$ cat config.mk
export PLATFORM = sky130hd
export DESIGN_NAME = pll_lock_ctrl
export DESIGN_NICKNAME = d
export VERILOG_FILES = /design/src/rtl/pll_lock_pkg.sv /design/src/rtl/pll_cfg_regs.sv /design/src/rtl/pll_lock_fsm.sv /design/src/rtl/pll_irq_mask.sv /design/src/rtl/pll_lock_ctrl.sv
export SDC_FILE = /design/constraint.sdc
export NUM_CORES = 1
export LEC_CHECK = 0
export BUFFER_PORTS_ARGS = -buffer_cell sky130_fd_sc_hd__buf_2
export CAP_MARGIN = 20
export CORE_ASPECT_RATIO = 1.25
export CORE_MARGIN = 1.5
export CORE_UTILIZATION = 35
export CTS_CLUSTER_DIAMETER = 40
export CTS_CLUSTER_SIZE = 30
export DETAILED_ROUTE_END_ITERATION = 12
export PLACE_DENSITY = 0.57
export SYNTH_ARGS = -nofsm -noshare
export SYNTH_HDL_FRONTEND = slang
export SYNTH_SLANG_ARGS = --single-unit
$ cat constraint.sdc
create_clock -name clk -period 1.85 [get_ports clk]
set_clock_uncertainty 0.15 [all_clocks]
set_input_delay 0.2775 -clock clk [delete_from_list [all_inputs] [get_ports clk]]
set_output_delay 0.2775 -clock clk [all_outputs]
set_load 0.02 [all_outputs]
$ cat src/rtl/pll_lock_pkg.sv
package pll_lock_pkg;
    typedef enum logic [1:0] {
        ST_OFF    = 2'd0,
        ST_WAIT   = 2'd1,
        ST_LOCKED = 2'd2
    } lock_state_t;
endpackage

$ cat src/rtl/pll_cfg_regs.sv
module pll_cfg_regs #(
    parameter int DIV_W = 8,
    parameter int MUL_W = 11,
    parameter int CNT_W = 6
) (
    input  logic             clk,
    input  logic             rst_n,
    input  logic             cfg_we,
    input  logic [DIV_W-1:0] cfg_div,
    input  logic [MUL_W-1:0] cfg_mul,
    input  logic             cfg_en,
    input  logic [CNT_W-1:0] cfg_cnt,
    input  logic             cfg_half,
    output logic [DIV_W-1:0] div_q,
    output logic [MUL_W-1:0] mul_q,
    output logic             en_q,
    output logic [CNT_W-1:0] cnt_q,
    output logic             half_q,
    output logic             restart,
    output logic             shutdown
);
    logic wr_active;
    logic cur_active;

    always_comb begin
        wr_active  = cfg_en && (cfg_mul != '0);
        cur_active = en_q && (mul_q != '0);
        restart    = cfg_we && wr_active &&
                     (!cur_active || (cfg_div != div_q) || (cfg_mul != mul_q));
        shutdown   = cfg_we && !wr_active;
    end

    always_ff @(posedge clk or negedge rst_n) begin
        if (!rst_n) begin
            div_q  <= '0;
            mul_q  <= '0;
            en_q   <= 1'b0;
            cnt_q  <= '0;
            half_q <= 1'b0;
        end else if (cfg_we) begin
            div_q  <= cfg_div;
            mul_q  <= cfg_mul;
            en_q   <= cfg_en;
            cnt_q  <= cfg_cnt;
            half_q <= cfg_half;
        end
    end
endmodule

$ cat src/rtl/pll_lock_fsm.sv
module pll_lock_fsm
    import pll_lock_pkg::*;
#(
    parameter int CNT_W = 6
) (
    input  logic             clk,
    input  logic             rst_n,
    input  logic             wr,
    input  logic             restart,
    input  logic             shutdown,
    input  logic [CNT_W-1:0] load_val,
    input  logic             tick,
    output logic             lock
);
    localparam logic [CNT_W-1:0] CNT_ONE = CNT_W'(1);

    lock_state_t      state_q, state_d;
    logic [CNT_W-1:0] cnt_q, cnt_d;
    logic             tick_ok;

    always_comb begin
        tick_ok = tick && !wr;
        state_d = state_q;
        cnt_d   = cnt_q;
        unique case (state_q)
            ST_OFF: begin
                cnt_d = '0;
                if (restart) begin          // START
                    state_d = ST_WAIT;
                    cnt_d   = load_val;
                end
            end
            ST_WAIT: begin
                if (shutdown) begin         // STOP
                    state_d = ST_OFF;
                    cnt_d   = '0;
                end else if (restart) begin // RELOAD
                    cnt_d = load_val;
                end else if (tick_ok) begin
                    if (cnt_q == '0) begin  // EXPIRE
                        state_d = ST_LOCKED;
                    end else begin
                        cnt_d = cnt_q - CNT_ONE;
                    end
                end
            end
            ST_LOCKED: begin
                if (shutdown) begin         // STOP
                    state_d = ST_OFF;
                    cnt_d   = '0;
                end else if (restart) begin // RELOAD
                    state_d = ST_WAIT;
                    cnt_d   = load_val;
                end
            end
            default: begin
                state_d = ST_OFF;
                cnt_d   = '0;
            end
        endcase
    end

    always_ff @(posedge clk or negedge rst_n) begin
        if (!rst_n) begin
            state_q <= ST_OFF;
            cnt_q   <= '0;
        end else begin
            state_q <= state_d;
            cnt_q   <= cnt_d;
        end
    end

    always_comb begin
        lock = (state_q == ST_LOCKED);
    end
endmodule

$ cat src/rtl/pll_irq_mask.sv
module pll_irq_mask (
    input  logic clk,
    input  logic rst_n,
    input  logic set_i,
    input  logic clr_i,
    input  logic lock,
    output logic mask_q,
    output logic irq
);
    always_ff @(posedge clk or negedge rst_n) begin
        if (!rst_n)      mask_q <= 1'b0;
        else if (clr_i)  mask_q <= 1'b0;
        else if (set_i)  mask_q <= 1'b1;
    end

    always_comb irq = lock && mask_q;
endmodule

$ cat src/rtl/pll_lock_ctrl.sv
module pll_lock_ctrl #(
    parameter int DIV_W = 8,
    parameter int MUL_W = 11,
    parameter int CNT_W = 6
) (
    input  logic             clk,
    input  logic             rst_n,
    input  logic             cfg_we,
    input  logic [DIV_W-1:0] cfg_div,
    input  logic [MUL_W-1:0] cfg_mul,
    input  logic             cfg_en,
    input  logic [CNT_W-1:0] cfg_cnt,
    input  logic             cfg_half,
    input  logic             slow_tick,
    input  logic             irq_set,
    input  logic             irq_clr,
    output logic             pll_on,
    output logic             ref_en,
    output logic [MUL_W:0]   ratio_num,
    output logic [DIV_W-1:0] ratio_den,
    output logic             half_out,
    output logic             lock,
    output logic             irq_mask,
    output logic             irq
);
    localparam logic [MUL_W:0] NUM_ONE = (MUL_W+1)'(1);

    logic [DIV_W-1:0] div_q;
    logic [MUL_W-1:0] mul_q;
    logic             en_q;
    logic [CNT_W-1:0] cnt_q;
    logic             restart;
    logic             shutdown;

    pll_cfg_regs #(.DIV_W(DIV_W), .MUL_W(MUL_W), .CNT_W(CNT_W)) u_regs (
        .clk(clk), .rst_n(rst_n), .cfg_we(cfg_we),
        .cfg_div(cfg_div), .cfg_mul(cfg_mul), .cfg_en(cfg_en),
        .cfg_cnt(cfg_cnt), .cfg_half(cfg_half),
        .div_q(div_q), .mul_q(mul_q), .en_q(en_q), .cnt_q(cnt_q),
        .half_q(half_out), .restart(restart), .shutdown(shutdown)
    );

    pll_lock_fsm #(.CNT_W(CNT_W)) u_fsm (
        .clk(clk), .rst_n(rst_n), .wr(cfg_we), .restart(restart),
        .shutdown(shutdown), .load_val(cfg_cnt), .tick(slow_tick),
        .lock(lock)
    );

    pll_irq_mask u_irq (
        .clk(clk), .rst_n(rst_n), .set_i(irq_set), .clr_i(irq_clr),
        .lock(lock), .mask_q(irq_mask), .irq(irq)
    );

    always_comb begin
        pll_on    = en_q && (mul_q != '0);
        ref_en    = (div_q != '0);
        ratio_num = {1'b0, mul_q} + NUM_ONE;
        ratio_den = div_q;
    end
endmodule

# Word-level counts from Yosys, hierarchy flattened
# Index checks and enable logic that the tools add are counted.
[classes]
n_eq_ne = 10
mux = 17
reduce_logical = 20
addsub = 2
[ops]
columns = ["op", "n"]
rows = [
  ["6-bit 2-to-1 mux", 7],
  ["11-bit nonzero test", 2],
  ["6-bit case mux with 3 select lines", 1],
  ["11-bit by 1-bit adder with 12-bit output (second input constant)", 1],
  ["2-bit 2-to-1 mux", 6],
  ["11-bit inequality test", 1],
  ["8-bit inequality test", 1],
  ["8-bit nonzero test", 1],
  ["1-bit logical AND", 7],
  ["6-bit logical NOT", 1],
  ["3-bit by 2-bit inequality test with 1-bit output (second input constant)", 2],
  ["3-bit inequality test (second input constant)", 2],
  ["2-bit case mux with 3 select lines", 1],
  ["3-bit AND reduction", 2],
  ["6-bit by 1-bit subtractor with 6-bit output (second input constant)", 1],
  ["4-bit by 3-bit inequality test with 1-bit output (second input constant)", 1],
  ["4-bit inequality test (second input constant)", 1],
  ["1-bit logical NOT", 3],
  ["2-bit by 1-bit equality test with 1-bit output (second input constant)", 1],
  ["2-bit equality test (second input constant)", 1],
  ["2-bit logical NOT", 1],
  ["1-bit logical OR", 2],
  ["1-bit 2-to-1 mux", 2],
  ["2-bit nonzero test", 1],
]
[totals]
ff_bits = 30
input_bits = 33
elab_cells = 56
out_inout_bits = 26

# Logic depth before layout (Yosys ltp)
[logic_depth]
ltp_word = 9
mapped_depth = 7

# By module
# Synthesis repeated with hierarchy kept, for this count alone.
[hier_totals]
hier_cells = 199
area_unflattened_um2 = 2123.3
[by_module_without_submodules]
columns = ["mod", "cells_each", "n_inst", "area_per_inst_um2"]
rows = [
  ["pll_cfg_regs", 95, 1, 1281.2],
  ["pll_lock_fsm", 69, 1, 569.3],
  ["pll_lock_ctrl", 32, 1, 231.5],
  ["pll_irq_mask", 3, 1, 41.3],
]

# Worst setup path after synthesis
# Ideal clock, no wire load.
[synth_path]
path_kind = "reg2out"
startpoint = "register u_regs.mul_q[2]"
endpoint = "output port ratio_num[9]"
stages_incl_launch_ff = 8
t_required_ps = 1422
path_buffers = 1
arrival_time_ps = 1562
setup_slack_ps = -140
path_cell_list = "dfrtp_1 > buf_2 > nand3_1 > nor2_1 > nand2_1 > nor3_1 > nand3_1 > xnor2_1"
[synth_between]
elab_chain_len = 1
[synth_lines]
columns = ["item", "line_no", "text"]
rows = [
  ["start, declared", "pll_cfg_regs.sv:15", "output logic [MUL_W-1:0] mul_q,"],
  ["start signal, assigned", "pll_cfg_regs.sv:42", "mul_q <= cfg_mul;"],
  ["11-bit by 1-bit adder with 12-bit output", "pll_lock_ctrl.sv:57", "ratio_num = {1'b0, mul_q} + NUM_ONE;"],
  ["end, declared", "pll_lock_ctrl.sv:19", "output logic [MUL_W:0] ratio_num,"],
]
# No other way between the ends.

# Final worst setup path
[layout_path]
startpoint = "register u_regs.mul_q[3]"
endpoint = "output port ratio_num[7]"
# The elaborated chain is that of the path after synthesis.

==> run_results.csv <==
group,metric,value,unit
critical_path,start_kind,"flip-flop",
floorplanning,core_area,5150,um2
yosys,synth_area,1890,um2
layout,diodes,0,
timing,setup_slack,-154,ps
critical_path,crit_start,"u_regs.mul_q[3]$_DFFE_PN0P_",
global_routing,groute.usage.overall,0.190,
floorplanning,die_area,5850,um2
yosys,synth_area_leaders,"dfrtp_1 40%, mux2_2 11%, xnor2_1 9.3%",
yosys,ys_async_sr_fraction,1.00,
timing,hold_violations,0,
detailed_routing,dr.pass1.iters,4,
yosys,synthXorXnorAreaFrac,0.148,
yosys,synth_fa_ha_area_frac,0.0265,
global_routing,grt_pass1_wl,8.40,mm
min_path,hold_path_class,"in -> reg",
clock_network,cts-root-buf,"clkbuf_8",
yosys,synthCells,187,
critical_path,end_kind,"output pin",
timing,maxSlewHeadroom,0.670,
yosys,yosys-top-cells-count,"30 x dfrtp_1, 20 x xnor2_1, 18 x mux2_2",
timing,tightest_slew,494,ps
clock_network,cts_num_sinks,30,
critical_path,crit_fanout,2,
yosys,synth_mux_area_frac,0.107,
critical_path,slowest_stage,"dfrtp_2",
global_routing,grt_max_degree,24,
detailed_routing,highest_layer,"met4",
outcome,outcome,"finished with violations",
detailed_routing,met1_length,2.18,mm
detailed_routing,dr_wl_met2,2.84,mm
detailed_routing,routed_wl,5.31,mm
global_routing,grt_antenna_before_repair,0,
critical_path,path_cells,"nand3_2 > nor2_4 > nand2_2 > nor3_4 > buf_6 > xor2_1 > buf_4",
detailed_routing,viasPerCell,4.91,
yosys,synth.distinct_cells,35,
yosys,synth_top_family_by_area,"simple AND/OR/NAND/NOR gates",
timing,slew_viol_final,0,
floorplanning,ios,59,
power,pwr_density_cell,989,nW/um2
yosys,synth_top_flop_cell,"dfrtp_1",
place,gp_congestion,0.830,
detailed_routing,drc,0,
layout,area_delta_synth_final,61.1,%
timing,min_period_over_period,1.08,
clock_network,clk_latency,280,ps
yosys,synth_seq_cells,30,
global_routing,overflow,0,
critical_path,reg2reg_depth,7,
clock_network,clk_pin_slew,70,ps
critical_path,criticalPathCategory,"reg -> out",
critical_path,critical_path_arrival,1580,ps
power,p_leak,1.40,nW
yosys,synthSimpleGateAreaFrac,0.164,
clock_network,cts_buffers,5,
timing,rsz0062_at_grt,"yes",
detailed_routing,wl_per_cell,14.3,um
detailed_routing,drt_iter0_drc,74,
critical_path,rrSetupSlack,-130,ps
critical_path,critical-path-max-stage-delay,390,ps
yosys,synth_compound_area_frac,0.115,
critical_path,crit_required,1420,ps
yosys,synthMostInstantiatedCell,"dfrtp_1",
floorplanning,dieWidth,68.7,um
yosys,synth_edf_count,0,
floorplanning,floorplan.initialDensity,0.367,
floorplanning,die_h,85.1,um
clock_network,cts_tree,"built",
critical_path,cp-endpoint,"ratio_num[7]",
layout,nets,344,
timing,setup_viol,14,
critical_path,timing.rr.start,"u_regs.mul_q[4]$_DFFE_PN0P_",
yosys,yosysTopAreaCell,"dfrtp_1",
yosys,syn_avg_cell_area,10.1,um2
clock_network,cts_max_level,2,
yosys,syn-num-nets,224,
detailed_routing,drtAntennaViolNets,0,
job,cap_viol_max_count,0,
outcome,violations,"setup timing",
yosys,yosys_warnings,0,
floorplanning,rows,29,
yosys,synth_seq_area_share,0.397,
global_routing,first_global_vias,1816,
clock_network,clock_path_buffers,2,
detailed_routing,vias,1815,
yosys,synth_top_area_frac,0.397,
detailed_routing,met3_length,221,um
power,power,3.01,mW
layout,instances_no_fill,370,
critical_path,r2r_end,"u_fsm.cnt_q[1]$_DFFE_PN0P_",
layout,drive_gt1_frac,0.581,
place,placed_cells,350,
timing,min_period,2000,ps
place,dp_hpwl,3.95,mm
timing,fmax,499,MHz
place,io_buffers,58,
power,vdd_drop_max,0.644,mV
-- state kept, by name (all words and copies together), names as in the netlist --
name           flops
u_regs.div_q       8
u_regs.mul_q      11
u_irq.mask_q       1
u_fsm.state_q      2
u_fsm.cnt_q        6
u_regs.half_q      1
u_regs.en_q        1
-- worst min path at each step --
stage                  from  slack, ps                           to  cells past startpoint
finish              irq_set         60     u_irq.mask_q$_DFFE_PN0P_                      3
global route        irq_set         70     u_irq.mask_q$_DFFE_PN0P_                      3
CTS                 irq_set         60     u_irq.mask_q$_DFFE_PN0P_                      3
detailed placement    rst_n        120  u_regs.mul_q[3]$_DFFE_PN0P_                      1
global placement      rst_n        120   u_fsm.cnt_q[0]$_DFFE_PN0P_                      1
floorplan             rst_n       -170   u_fsm.cnt_q[0]$_DFFE_PN0P_                      0
-- cells in the final DEF, fill, tap and decap left out, types with 2 or more instances in the layout --
master	netlist	routed
nor2_1	14	13
and2_1	2	2
dfrtp_2	0	5
dfrtp_1	30	25
inv_1	9	7
buf_2	2	48
mux2_2	18	18
bufinv_16	0	2
nand3_1	8	4
dlygate4sd3_1	0	2
xor2_1	12	12
nand2_1	10	9
xnor2_2	0	3
a2bb2oi_1	5	5
clkbuf_8	0	6
o21ai_0	9	3
buf_4	0	63
nand3_2	0	3
buf_6	2	6
ha_1	4	2
inv_2	0	2
o21ai_1	6	11
nor3_1	5	3
nor4_4	0	3
xnor2_1	20	17
o21ai_2	1	2
nor4_2	1	3
nor3_2	1	2
nand4_1	4	4
nor4_1	7	2
-- per-layer routing --
metal,vias to the layer above,global-route usage
met2,41,0.328
met5,-,0
met1,869,0.237
li1,898,-
met4,0,0.0428
met3,7,0.0451
-- stage by stage --
step	utilization	hold WS [ps]	TNS [ps]	setup WS (ps)	area (um2)
after detailed placement	0.505	125	-1010	-199	2600
after CTS	0.561	60.1	-1310	-153	2890
after floorplan	-	-168	0	6.61	1900
after global placement	0.505	125	-975	-192	2600
after global routing	0.591	74.6	-3370	-288	3040
final	0.591	64.1	-1600	-154	3040
-- power by group --
| part | leakage, nW | total, mW | internal [mW] | switching (mW) |
|---|---|---|---|---|
| clock | 0.0714 | 0.831 | 0.574 | 0.257 |
| combinational | 0.968 | 1.30 | 0.700 | 0.604 |
| sequential | 0.356 | 0.875 | 0.777 | 0.0984 |
| total | 1.40 | 3.01 | 2.05 | 0.959 |
-- critical path, delay by kind of cell, from the launching register on --
kind / cells / cell delay [ps]
buf+inv: 2 / 290
flops: 1 / 390
xor+xnor: 1 / 140
simple gates: 4 / 480
-- logic make-up (layout without fill, tap and decap cells) --
logic type,after synthesis,in the layout
fa+ha+maj,4,4
flops,30,30
buf+inv,16,136
mux,18,18
simple gates,58,58
xor+xnor,32,32
compound gates,29,30
-- what timing repair did --
item                                   in CTS  in global routing
hold buffers                                2                  0
setup buffers                               7                  3
gates resized for setup                    24                 29
gates cloned                                1                  0
pin swaps                                  13                 16
setup endpoints to repair                  17                 19
endpoints found under the hold margin      20                  0
-- final cells by class --
type,instances,area [um2]
Fill cell,449,2110
Multi-Input combinational cell,142,1230
Timing Repair Buffer,119,801
Sequential cell,30,757
Clock buffer,6,82.6
Tap cell,62,77.6
Clock inverter,2,60.1
Inverter,9,33.8
(Power assumes the default switching activity.)
